==> src/rtl/dvs_pkg.sv <==
package dvs_pkg;
   typedef enum logic [1:0] {
      MODE_OFF  = 2'b00,
      MODE_PWM  = 2'b01,
      MODE_ECO  = 2'b10,
      MODE_PWM2 = 2'b11
   } mode_e;

   localparam int SLOT_W      = 2;
   localparam int SLOTS       = 1 << SLOT_W;
   localparam int REGS_PER_CH = 3;
   localparam int OFS_CTRL    = 0;
   localparam int OFS_FORCE   = 1;
   localparam int OFS_VOLT    = 2;

   // control byte bit positions
   localparam int CB_WRS  = 7;
   localparam int CB_PINS = 6;
   localparam int CB_STH  = 5;
   localparam int CB_SLH  = 3;
   localparam int CB_ACH  = 1;
endpackage

==> src/rtl/dvs_chan_resolve.sv <==
module dvs_chan_resolve
   import dvs_pkg::*;
#(
   parameter int VSEL_W = 7
) (
   input  logic              pin_sleep_n,
   input  logic              pin_en1,
   input  logic              pin_en2,
   input  logic              map_sleep,
   input  logic              map_en1,
   input  logic              map_en2,
   input  logic              rf_en,
   input  logic              cmd,
   input  logic [1:0]        mode_slp,
   input  logic [1:0]        mode_act,
   input  logic [VSEL_W-1:0] f_vsel,
   input  logic [VSEL_W-1:0] v_vsel,
   output mode_e             mode_eff,
   output logic [VSEL_W-1:0] vsel_eff
);
   logic sel;
   logic use_force;

   always_comb begin
      sel       = (map_sleep & ~pin_sleep_n) | (map_en1 & pin_en1) | (map_en2 & pin_en2);
      mode_eff  = sel ? mode_e'(mode_slp) : mode_e'(mode_act);
      use_force = rf_en ? sel : ~cmd;
      vsel_eff  = use_force ? f_vsel : v_vsel;
   end
endmodule

==> src/rtl/dvs_chan_regs.sv <==
module dvs_chan_regs
   import dvs_pkg::*;
#(
   parameter int VSEL_W = 7,
   parameter int DATA_W = 8
) (
   input  logic              clk,
   input  logic              por_n,
   input  logic              hw_rst_n,
   input  logic              sw_rst_n,
   input  logic              warm_rst,
   input  logic              wr_ctrl,
   input  logic              wr_force,
   input  logic              wr_volt,
   input  logic [DATA_W-1:0] wdata,
   input  logic [VSEL_W-1:0] otp_fv,
   input  logic [VSEL_W-1:0] otp_vv,
   input  logic              otp_rng,
   input  mode_e             mode_eff,
   output logic              wr_s,
   output logic              rf_en,
   output mode_e             status,
   output logic [1:0]        mode_slp,
   output logic [1:0]        mode_act,
   output logic              cmd,
   output logic [VSEL_W-1:0] f_vsel,
   output logic [VSEL_W-1:0] v_vsel,
   output logic              rng
);
   logic unused_status_bits;
   assign unused_status_bits = ^wdata[CB_STH -: 2];

   always_ff @(posedge clk) begin
      if (!por_n || !sw_rst_n) begin
         wr_s     <= 1'b0;
         rf_en    <= 1'b0;
         status   <= MODE_OFF;
         mode_slp <= 2'b00;
         mode_act <= 2'b00;
         cmd      <= 1'b1;
         f_vsel   <= otp_fv;
         v_vsel   <= otp_vv;
         rng      <= otp_rng;
      end else if (!hw_rst_n) begin
         wr_s   <= 1'b0;
         rf_en  <= 1'b0;
         status <= MODE_OFF;
      end else begin
         status <= mode_eff;
         if (warm_rst) begin
            if (!wr_s) begin
               cmd    <= 1'b1;
               f_vsel <= otp_fv;
               v_vsel <= otp_vv;
            end
         end else if (wr_ctrl) begin
            wr_s     <= wdata[CB_WRS];
            rf_en    <= wdata[CB_PINS];
            mode_slp <= wdata[CB_SLH -: 2];
            mode_act <= wdata[CB_ACH -: 2];
         end else if (wr_force) begin
            cmd    <= wdata[DATA_W-1];
            f_vsel <= wdata[VSEL_W-1:0];
         end else if (wr_volt) begin
            if (status == MODE_OFF) rng <= wdata[DATA_W-1];
            v_vsel <= wdata[VSEL_W-1:0];
         end
      end
   end
endmodule

==> src/rtl/dvs_rd_mux.sv <==
module dvs_rd_mux
   import dvs_pkg::*;
#(
   parameter int NUM_CH = 3,
   parameter int DATA_W = 8,
   parameter int ADDR_W = 8,
   localparam int WORDS = NUM_CH * REGS_PER_CH
) (
   input  logic                    clk,
   input  logic                    por_n,
   input  logic                    rd_en,
   input  logic [ADDR_W-1:0]       addr,
   input  logic [WORDS*DATA_W-1:0] words,
   output logic [DATA_W-1:0]       rdata
);
   logic              hit;
   logic [DATA_W-1:0] word;

   always_comb begin
      hit  = 1'b0;
      word = '0;
      for (int c = 0; c < NUM_CH; c++) begin
         for (int r = 0; r < REGS_PER_CH; r++) begin
            if (addr == ADDR_W'(c * SLOTS + r)) begin
               hit  = 1'b1;
               word = words[(c*REGS_PER_CH+r)*DATA_W +: DATA_W];
            end
         end
      end
   end

   always_ff @(posedge clk) begin
      if (!por_n)             rdata <= '0;
      else if (rd_en && hit)  rdata <= word;
   end
endmodule

==> src/rtl/dvs_regbank.sv <==
module dvs_regbank
   import dvs_pkg::*;
#(
   parameter int NUM_CH = 3,
   parameter int VSEL_W = 7,
   parameter int DATA_W = 8,
   parameter int ADDR_W = 8
) (
   input  logic                     clk,
   input  logic                     por_n,
   input  logic                     hw_rst_n,
   input  logic                     sw_rst_n,
   input  logic                     warm_rst,
   input  logic                     bus_wr,
   input  logic                     bus_rd,
   input  logic [ADDR_W-1:0]        bus_addr,
   input  logic [DATA_W-1:0]        bus_wdata,
   output logic [DATA_W-1:0]        bus_rdata,
   input  logic [NUM_CH*VSEL_W-1:0] otp_force_vsel,
   input  logic [NUM_CH*VSEL_W-1:0] otp_volt_vsel,
   input  logic [NUM_CH-1:0]        otp_range,
   input  logic                     pin_sleep_n,
   input  logic                     pin_en1,
   input  logic                     pin_en2,
   input  logic [NUM_CH-1:0]        map_sleep,
   input  logic [NUM_CH-1:0]        map_en1,
   input  logic [NUM_CH-1:0]        map_en2,
   output logic [NUM_CH*VSEL_W-1:0] ch_vsel,
   output logic [NUM_CH-1:0]        ch_range,
   output logic [NUM_CH*2-1:0]      ch_mode
);
   localparam int WORDS = NUM_CH * REGS_PER_CH;

   if (DATA_W != 8) begin : g_bad_data
      $error("control byte layout needs DATA_W of 8");
   end
   if (VSEL_W != DATA_W - 1) begin : g_bad_vsel
      $error("VSEL_W must be DATA_W-1");
   end
   if (NUM_CH < 1 || NUM_CH * SLOTS > (1 << ADDR_W)) begin : g_bad_map
      $error("channel map does not fit the address space");
   end

   logic [NUM_CH-1:0]        wr_s_vec;
   logic [NUM_CH-1:0]        cmd_vec;
   logic [NUM_CH*VSEL_W-1:0] f_vsel_vec;
   logic [NUM_CH*VSEL_W-1:0] v_vsel_vec;
   logic [NUM_CH*2-1:0]      mode_act_vec;
   logic [NUM_CH*2-1:0]      mode_slp_vec;
   logic [WORDS*DATA_W-1:0]  rd_words;

   for (genvar c = 0; c < NUM_CH; c++) begin : g_ch
      logic              wr_ctrl, wr_force, wr_volt;
      logic              rf_en;
      mode_e             status, mode_eff;
      logic [VSEL_W-1:0] vsel_eff;

      assign wr_ctrl  = bus_wr && (bus_addr == ADDR_W'(c * SLOTS + OFS_CTRL));
      assign wr_force = bus_wr && (bus_addr == ADDR_W'(c * SLOTS + OFS_FORCE));
      assign wr_volt  = bus_wr && (bus_addr == ADDR_W'(c * SLOTS + OFS_VOLT));

      dvs_chan_regs #(.VSEL_W(VSEL_W), .DATA_W(DATA_W)) u_regs (
         .clk      (clk),
         .por_n    (por_n),
         .hw_rst_n (hw_rst_n),
         .sw_rst_n (sw_rst_n),
         .warm_rst (warm_rst),
         .wr_ctrl  (wr_ctrl),
         .wr_force (wr_force),
         .wr_volt  (wr_volt),
         .wdata    (bus_wdata),
         .otp_fv   (otp_force_vsel[c*VSEL_W +: VSEL_W]),
         .otp_vv   (otp_volt_vsel[c*VSEL_W +: VSEL_W]),
         .otp_rng  (otp_range[c]),
         .mode_eff (mode_eff),
         .wr_s     (wr_s_vec[c]),
         .rf_en    (rf_en),
         .status   (status),
         .mode_slp (mode_slp_vec[c*2 +: 2]),
         .mode_act (mode_act_vec[c*2 +: 2]),
         .cmd      (cmd_vec[c]),
         .f_vsel   (f_vsel_vec[c*VSEL_W +: VSEL_W]),
         .v_vsel   (v_vsel_vec[c*VSEL_W +: VSEL_W]),
         .rng      (ch_range[c])
      );

      dvs_chan_resolve #(.VSEL_W(VSEL_W)) u_res (
         .pin_sleep_n (pin_sleep_n),
         .pin_en1     (pin_en1),
         .pin_en2     (pin_en2),
         .map_sleep   (map_sleep[c]),
         .map_en1     (map_en1[c]),
         .map_en2     (map_en2[c]),
         .rf_en       (rf_en),
         .cmd         (cmd_vec[c]),
         .mode_slp    (mode_slp_vec[c*2 +: 2]),
         .mode_act    (mode_act_vec[c*2 +: 2]),
         .f_vsel      (f_vsel_vec[c*VSEL_W +: VSEL_W]),
         .v_vsel      (v_vsel_vec[c*VSEL_W +: VSEL_W]),
         .mode_eff    (mode_eff),
         .vsel_eff    (vsel_eff)
      );

      assign ch_vsel[c*VSEL_W +: VSEL_W] = vsel_eff;
      assign ch_mode[c*2 +: 2]           = status;

      assign rd_words[(c*REGS_PER_CH+OFS_CTRL)*DATA_W +: DATA_W] =
         {wr_s_vec[c], rf_en, status, mode_slp_vec[c*2 +: 2], mode_act_vec[c*2 +: 2]};
      assign rd_words[(c*REGS_PER_CH+OFS_FORCE)*DATA_W +: DATA_W] =
         {cmd_vec[c], f_vsel_vec[c*VSEL_W +: VSEL_W]};
      assign rd_words[(c*REGS_PER_CH+OFS_VOLT)*DATA_W +: DATA_W] =
         {ch_range[c], v_vsel_vec[c*VSEL_W +: VSEL_W]};
   end

   dvs_rd_mux #(.NUM_CH(NUM_CH), .DATA_W(DATA_W), .ADDR_W(ADDR_W)) u_rd (
      .clk   (clk),
      .por_n (por_n),
      .rd_en (bus_rd),
      .addr  (bus_addr),
      .words (rd_words),
      .rdata (bus_rdata)
   );
endmodule

==> config.mk <==
export PLATFORM = sky130hd
export DESIGN_NAME = dvs_regbank
export DESIGN_NICKNAME = d
export VERILOG_FILES = /design/src/rtl/dvs_pkg.sv /design/src/rtl/dvs_chan_resolve.sv /design/src/rtl/dvs_chan_regs.sv /design/src/rtl/dvs_rd_mux.sv /design/src/rtl/dvs_regbank.sv
export SDC_FILE = /design/constraint.sdc
export NUM_CORES = 1
export LEC_CHECK = 0
export CORE_MARGIN = 3
export CORE_UTILIZATION = 50
export CTS_BUF_LIST = sky130_fd_sc_hd__clkbuf_2 sky130_fd_sc_hd__clkbuf_4 sky130_fd_sc_hd__clkbuf_8
export DETAILED_ROUTE_END_ITERATION = 16
export DONT_BUFFER_PORTS = 1
export PLACE_DENSITY = 0.68
export REMOVE_ABC_BUFFERS = 1
export SLEW_MARGIN = 20
export SYNTH_ARGS = -nofsm -noshare
export SYNTH_HDL_FRONTEND = slang
export SYNTH_SLANG_ARGS = --single-unit
==> constraint.sdc <==
create_clock -name clk -period 2.37 [get_ports clk]
set_clock_uncertainty 0.1 [all_clocks]
set_input_delay 0.1185 -clock clk [delete_from_list [all_inputs] [get_ports clk]]
set_output_delay 0.1185 -clock clk [all_outputs]
set_load 0.005 [all_outputs]
# Word level (Yosys, flattened, before mapping)
# Index checks and enable logic that the tools add are counted.
# totals
input_bits,80
elab_cells,230
out_inout_bits,38
regBits,80
# op_classes
n_mux,99
bitwise_logic,21
n_reduce_logical,52
n_eq_ne,30
# ops
op,n
7-bit two-way mux,42
8-bit two-way mux,9
1-bit two-way mux,45
"3-bit != test, second input constant",9
"8-bit by 3-bit equality test with 1-bit output, second input constant",3
"8-bit by 4-bit equality test with 1-bit output, second input constant",3
"2-bit != test, second input constant",12
4-bit AND reduction,6
2-bit nonzero test,10
6-bit AND reduction,3
3-bit nonzero test,6
5-bit AND reduction,3
1-bit logical AND,10
1-bit bitwise AND,9
3-bit AND reduction,3
"8-bit by 1-bit equality test with 1-bit output, second input constant",1
"8-bit by 2-bit equality test with 1-bit output, second input constant",1
8-bit zero test,1
2-bit zero test,3
2-bit two-way mux,3
1-bit inverter,6
1-bit bitwise OR,6
2-bit AND reduction,3
1-bit zero test,2
3 further kinds,3

# Logic depth before layout (Yosys ltp)
# logic_depth
word_depth,11
depth_mapped,7
ltp_nobuf,5

# By module
# From an unflattened synthesis, not the netlist that was laid out.
# hier_totals
hier_cells,436
area_unflattened_um2,4855.9
# by_module_without_submodules
mod,n_inst,cells_per_inst,seq_area_each_um2,area_each_um2
dvs_chan_regs,3,82,630.6,1094.8
dvs_rd_mux,1,124,160.2,945.9
dvs_chan_resolve,3,15,0.0,161.4
dvs_regbank,1,21,0.0,141.4

# Worst setup path after synthesis
# No wires, ideal clock.
# synth_path
path_kind,input port to flip-flop
from,input bus_addr[5]
to,register g_ch[0].u_regs.v_vsel[0] (enable)
n_path_buf,1
setup_slack_ns,0.439
arrival_time_ns,1.508
stages,6
setup_time_ns,0.323
t_required_ns,1.947
path_cell_list,or4_1 buf_6 or3_1 o22ai_1 nand2_1 nand2_1
# synth_via
elab_chain_len,4
elab_cells_between_ends,10
classes_between,eq/ne (4); reduce/logical (6)
# synth_rtl
element,line_no,source
from (decl),dvs_regbank.sv:16,"input logic [ADDR_W-1:0] bus_addr,"
8-bit by 1-bit equality test with 1-bit output (tied with other cells),dvs_regbank.sv:59,assign wr_force = bus_wr && (bus_addr == ADDR_W'(c * SLOTS + OFS_FORCE));
"1-bit logical AND, on equally long branches","dvs_regbank.sv:59, dvs_regbank.sv:58, dvs_regbank.sv:60",
3-bit != test (no line) or 3-bit nonzero test (tied branches),-,
5-bit AND reduction (no line) (*),-,
to (signal assigned),dvs_chan_regs.sv:42,v_vsel <= otp_vv;
to (signal assigned),dvs_chan_regs.sv:54,v_vsel <= otp_vv;
to (signal assigned),dvs_chan_regs.sv:66,v_vsel <= wdata[VSEL_W-1:0];
to (decl),dvs_chan_regs.sv:27,"output logic [VSEL_W-1:0] v_vsel,"
# Mark *: on every way between the ends. The rest lies on a longest branch, timed or not.
# A chain may end at the register's enable or synchronous reset.

# Worst setup path after layout
# layout_path
from,input warm_rst
to,register g_ch[0].u_regs.mode_act[0]
# layout_via
elab_chain_len,2
# layout_rtl
element,line_no,source
from (decl),dvs_regbank.sv:13,"input logic warm_rst,"
1-bit inverter (no line),-,
3-bit AND reduction (no line),-,
to (signal assigned),dvs_chan_regs.sv:60,mode_act <= wdata[CB_ACH -: 2];
to (decl),dvs_chan_regs.sv:24,"output logic [1:0] mode_act,"
# No other way between the ends.

==> results.ini <==
[timing]
worst_slew_pin_slew_ns=0.670
rsz0062_at_grt=false
slew_headroom_pct=55.3
finalSetupTns_ns=0
slew_violations=0
setup_viol=0
final_hold_viol_count=0
finalCritPeriodShare_pct=95.7
period_needed_ns=2.27
max_freq_mhz=441
setup_ws_ns=0.103

[layout]
fin_nets=644
synthToLayoutAreaGrowth_pct=21.8
num_antenna_cells=0
layout_common_cells=149 x nand2_1, 66 x dlygate4sd3_1, 45 x edfxtp_1
layout_commonest_cell=nand2_1
drive_gt1_share_pct=11.8

[clock_network]
clock_latency_ns=0.36
cts_inserted_buffers=9
clockRootBuffer=clkbuf_8
cts_tree=built
post-cts-setup-buffer-count=0
clk_path_buf_depth=2
clk_pin_slew_ns=0.09
ctsHtreeMaxLevel=3
clock-sinks=80

[pwr]
total_power_w=0.00324
power.share.combinational_pct=12.4
leakage_nw=2.06
power_frac_seq_pct=50.2
pwr-share-clk_pct=37.3
p_int_w=0.00247
max-vdd-ir-drop_v=0.000399
switching_share_pct=23.9
powerDensity_mw_per_mm2=598
switchingPower_w=0.000776

[worst_setup_path]
start_kind=primary input
critical_path.most_common_cell=dlygate4sd3_1
worst-setup-path-type=primary input to flip-flop
worst_ep_required_time_ns=2.56
end_kind=flip-flop
path_cells=dlygate4sd3_1 > nor4b_4 > and2_2 > nand3_1 > dlygate4sd3_1 > a21oi_1
cp_max_fo=15
reg2regPathDepth=5
max_stage_delay_ns=0.62
crit_path_top_delay_cell=dlygate4sd3_1
cp_data_arrival_time_ns=2.45

[routing]
drt_iter0_drc=498
ant_nets=0
viasPerCell=6.26
vias=4217
wl_per_cell_um=22.0
wl_um=14900
drcViolationCount=0
drtPass1Iterations=6

[global_route]
grt_max_degree=43
grtUsageMet2_pct=45.2
grt_pass1_vias=4076
grt_first_pass_wirelength_um=22500
busiest_layer=met2
overflow=0
grtUsageTotal_pct=29.5
use_met1_pct=39.7
gr-usage-met3_pct=9.45
antenna_found_initial=0

[placed_design]
pre_cts_ws_ns=0.432
io_buffers=0
dp.final_hpwl_um=10400
gp_congestion=0.943

[synthesis]
ys_warn_count=0
synth_top_flop_cell=edfxtp_1
synth_seq_area_share_pct=46.1
syn_avg_cell_area_um2=8.82
syn_inst=505
async_flop_share_pct=0
synth-seq-cells=80
synth_edf_count=45
synth_cell_types=48
syn_area_mm2=0.00445

[die]
fp.dieW_um=100
initial_core_util_pct=52.9
std_cell_rows=33
die_height_um=100
ios=118
core_area_mm2=0.00842
die-area_mm2=0.0101

[worst_hold_path]
hold_path_depth=4
hold_path_class=primary input to flip-flop

[run]
max_cap_viol_count=0

[status]
outcome=finished, final reports clean

==> Yosys cell counts, types with 2 or more instances <==
| cell type | instances | area share, % |
|---|---|---|
| nand2_1 | 149 | 13 |
| edfxtp_1 | 45 | 30 |
| a21oi_1 | 39 | 4.4 |
| dfxtp_1 | 35 | 16 |
| nand3_1 | 30 | 3.4 |
| mux2_2 | 21 | 5.3 |
| mux2i_1 | 21 | 4.7 |
| nor2_1 | 19 | 1.6 |
| clkbuf_1 | 15 | 1.3 |
| inv_1 | 12 | 1.0 |
| o22ai_1 | 11 | 1.5 |
| o21ai_0 | 10 | 1.1 |
| buf_2 | 8 | 0.90 |
| nand4_1 | 8 | 1.1 |
| o21ai_1 | 8 | 0.90 |
| nor3_1 | 7 | 0.79 |
| nor2b_1 | 6 | 0.84 |
| o211ai_1 | 5 | 0.84 |
| a22oi_1 | 4 | 0.67 |
| buf_4 | 4 | 0.67 |
| a21oi_2 | 3 | 0.59 |
| a222oi_1 | 3 | 0.67 |
| a22o_1 | 3 | 0.59 |
| a311oi_1 | 3 | 0.59 |
| buf_6 | 3 | 0.76 |
| a221oi_1 | 2 | 0.39 |
| a221oi_2 | 2 | 0.67 |
| and2_1 | 2 | 0.28 |
| buf_1 | 2 | 0.17 |
| nand2b_1 | 2 | 0.28 |
| nor2_4 | 2 | 0.51 |
| o21a_1 | 2 | 0.34 |
| o41ai_1 | 2 | 0.39 |
| or2_2 | 2 | 0.28 |
| or3_1 | 2 | 0.28 |
==> power groups by stage <==
stage	Sequential (W)	Clock, W	Combinational [W]
floorplan	0.00163	0	0.000223
global placement	0.00165	0	0.000303
detailed placement	0.00166	0	0.000307
CTS	0.00163	0.00121	0.000397
global route	0.00164	0.00127	0.000438
finish	0.00163	0.00121	0.000403
==> per-stage QoR <==
step | instance area (um^2) | instances | hold slack, ns | util, %
finish | 5420 | 674 | 0.0345 | 64.4
global route | 5420 | 674 | 0.0498 | 64.4
CTS | 5420 | 674 | 0.0306 | 64.4
detailed placement | 4520 | 592 | 0.176 | 53.7
global placement | 4520 | 592 | 0.169 | 53.7
floorplan | 4290 | 473 | 0.164 | -
==> flip-flops by register name, indices dropped and copies added (netlist names) <==
register	count
g_ch.u_regs.wr_s	3
g_ch.u_regs.cmd	3
g_ch.u_regs.v_vsel	21
g_ch.u_regs.mode_slp	6
u_rd.rdata	8
g_ch.u_regs.f_vsel	21
g_ch.u_regs.rf_en	3
g_ch.u_regs.mode_act	6
g_ch.u_regs.status	6
g_ch.u_regs.rng	3
==> cells by family (layout without fill, tap and decap cells) <==
group | count (synthesis) | in the layout | share of synthesized area, %
buffers and inverters | 45 | 109 | 4.86
and+or+nand+nor | 237 | 237 | 24.3
DFF | 80 | 80 | 46.1
AOI/OAI and AO/OA | 101 | 101 | 14.7
muxes | 42 | 42 | 10.0
==> final cells by class <==
| type | instances | area [um^2] |
|---|---|---|
| clock inverters | 6 | 108 |
| repair buffers | 80 | 766 |
| fillers | 698 | 3000 |
| well taps | 105 | 131 |
| multi-input cells | 380 | 2190 |
| inverters | 13 | 48.8 |
| flip-flops and latches | 80 | 2050 |
| clock buffers | 10 | 131 |
==> worst paths after layout <==
| path | from | endpoint | slack, ns |
|---|---|---|---|
| hold / removal | bus_addr[0] | u_rd.rdata[2] | 0.03 |
| setup reg to reg | g_ch[0].u_regs.v_vsel[0] | u_rd.rdata[0] | 0.39 |
| hold reg to reg | g_ch[1].u_regs.rf_en | g_ch[1].u_regs.rf_en | 0.37 |
| setup / recovery | warm_rst | g_ch[0].u_regs.mode_act[0] | 0.10 |
==> worst max-delay path: cells and delay by family <==
kind	cells	cell delay, ns
buffers and inverters	2	1.19
AND/OR/NAND/NOR	3	1.02
AO/OA/AOI/OAI	1	0.12
==> per-layer routing <==
metal  share of wire, %  routed length, um
met1                 39               5860
met2                 45               6710
met3                 13               1890
met4                2.6                392
met5                  0                  0
==> what timing repair did <==
item                                    4_1_cts  5_1_grt
endpoints found under the setup margin        0        3
endpoints found under the hold margin        74        0
hold buffers                                 66        0
gates resized for setup                       0        1
(Power assumes the default switching activity.)
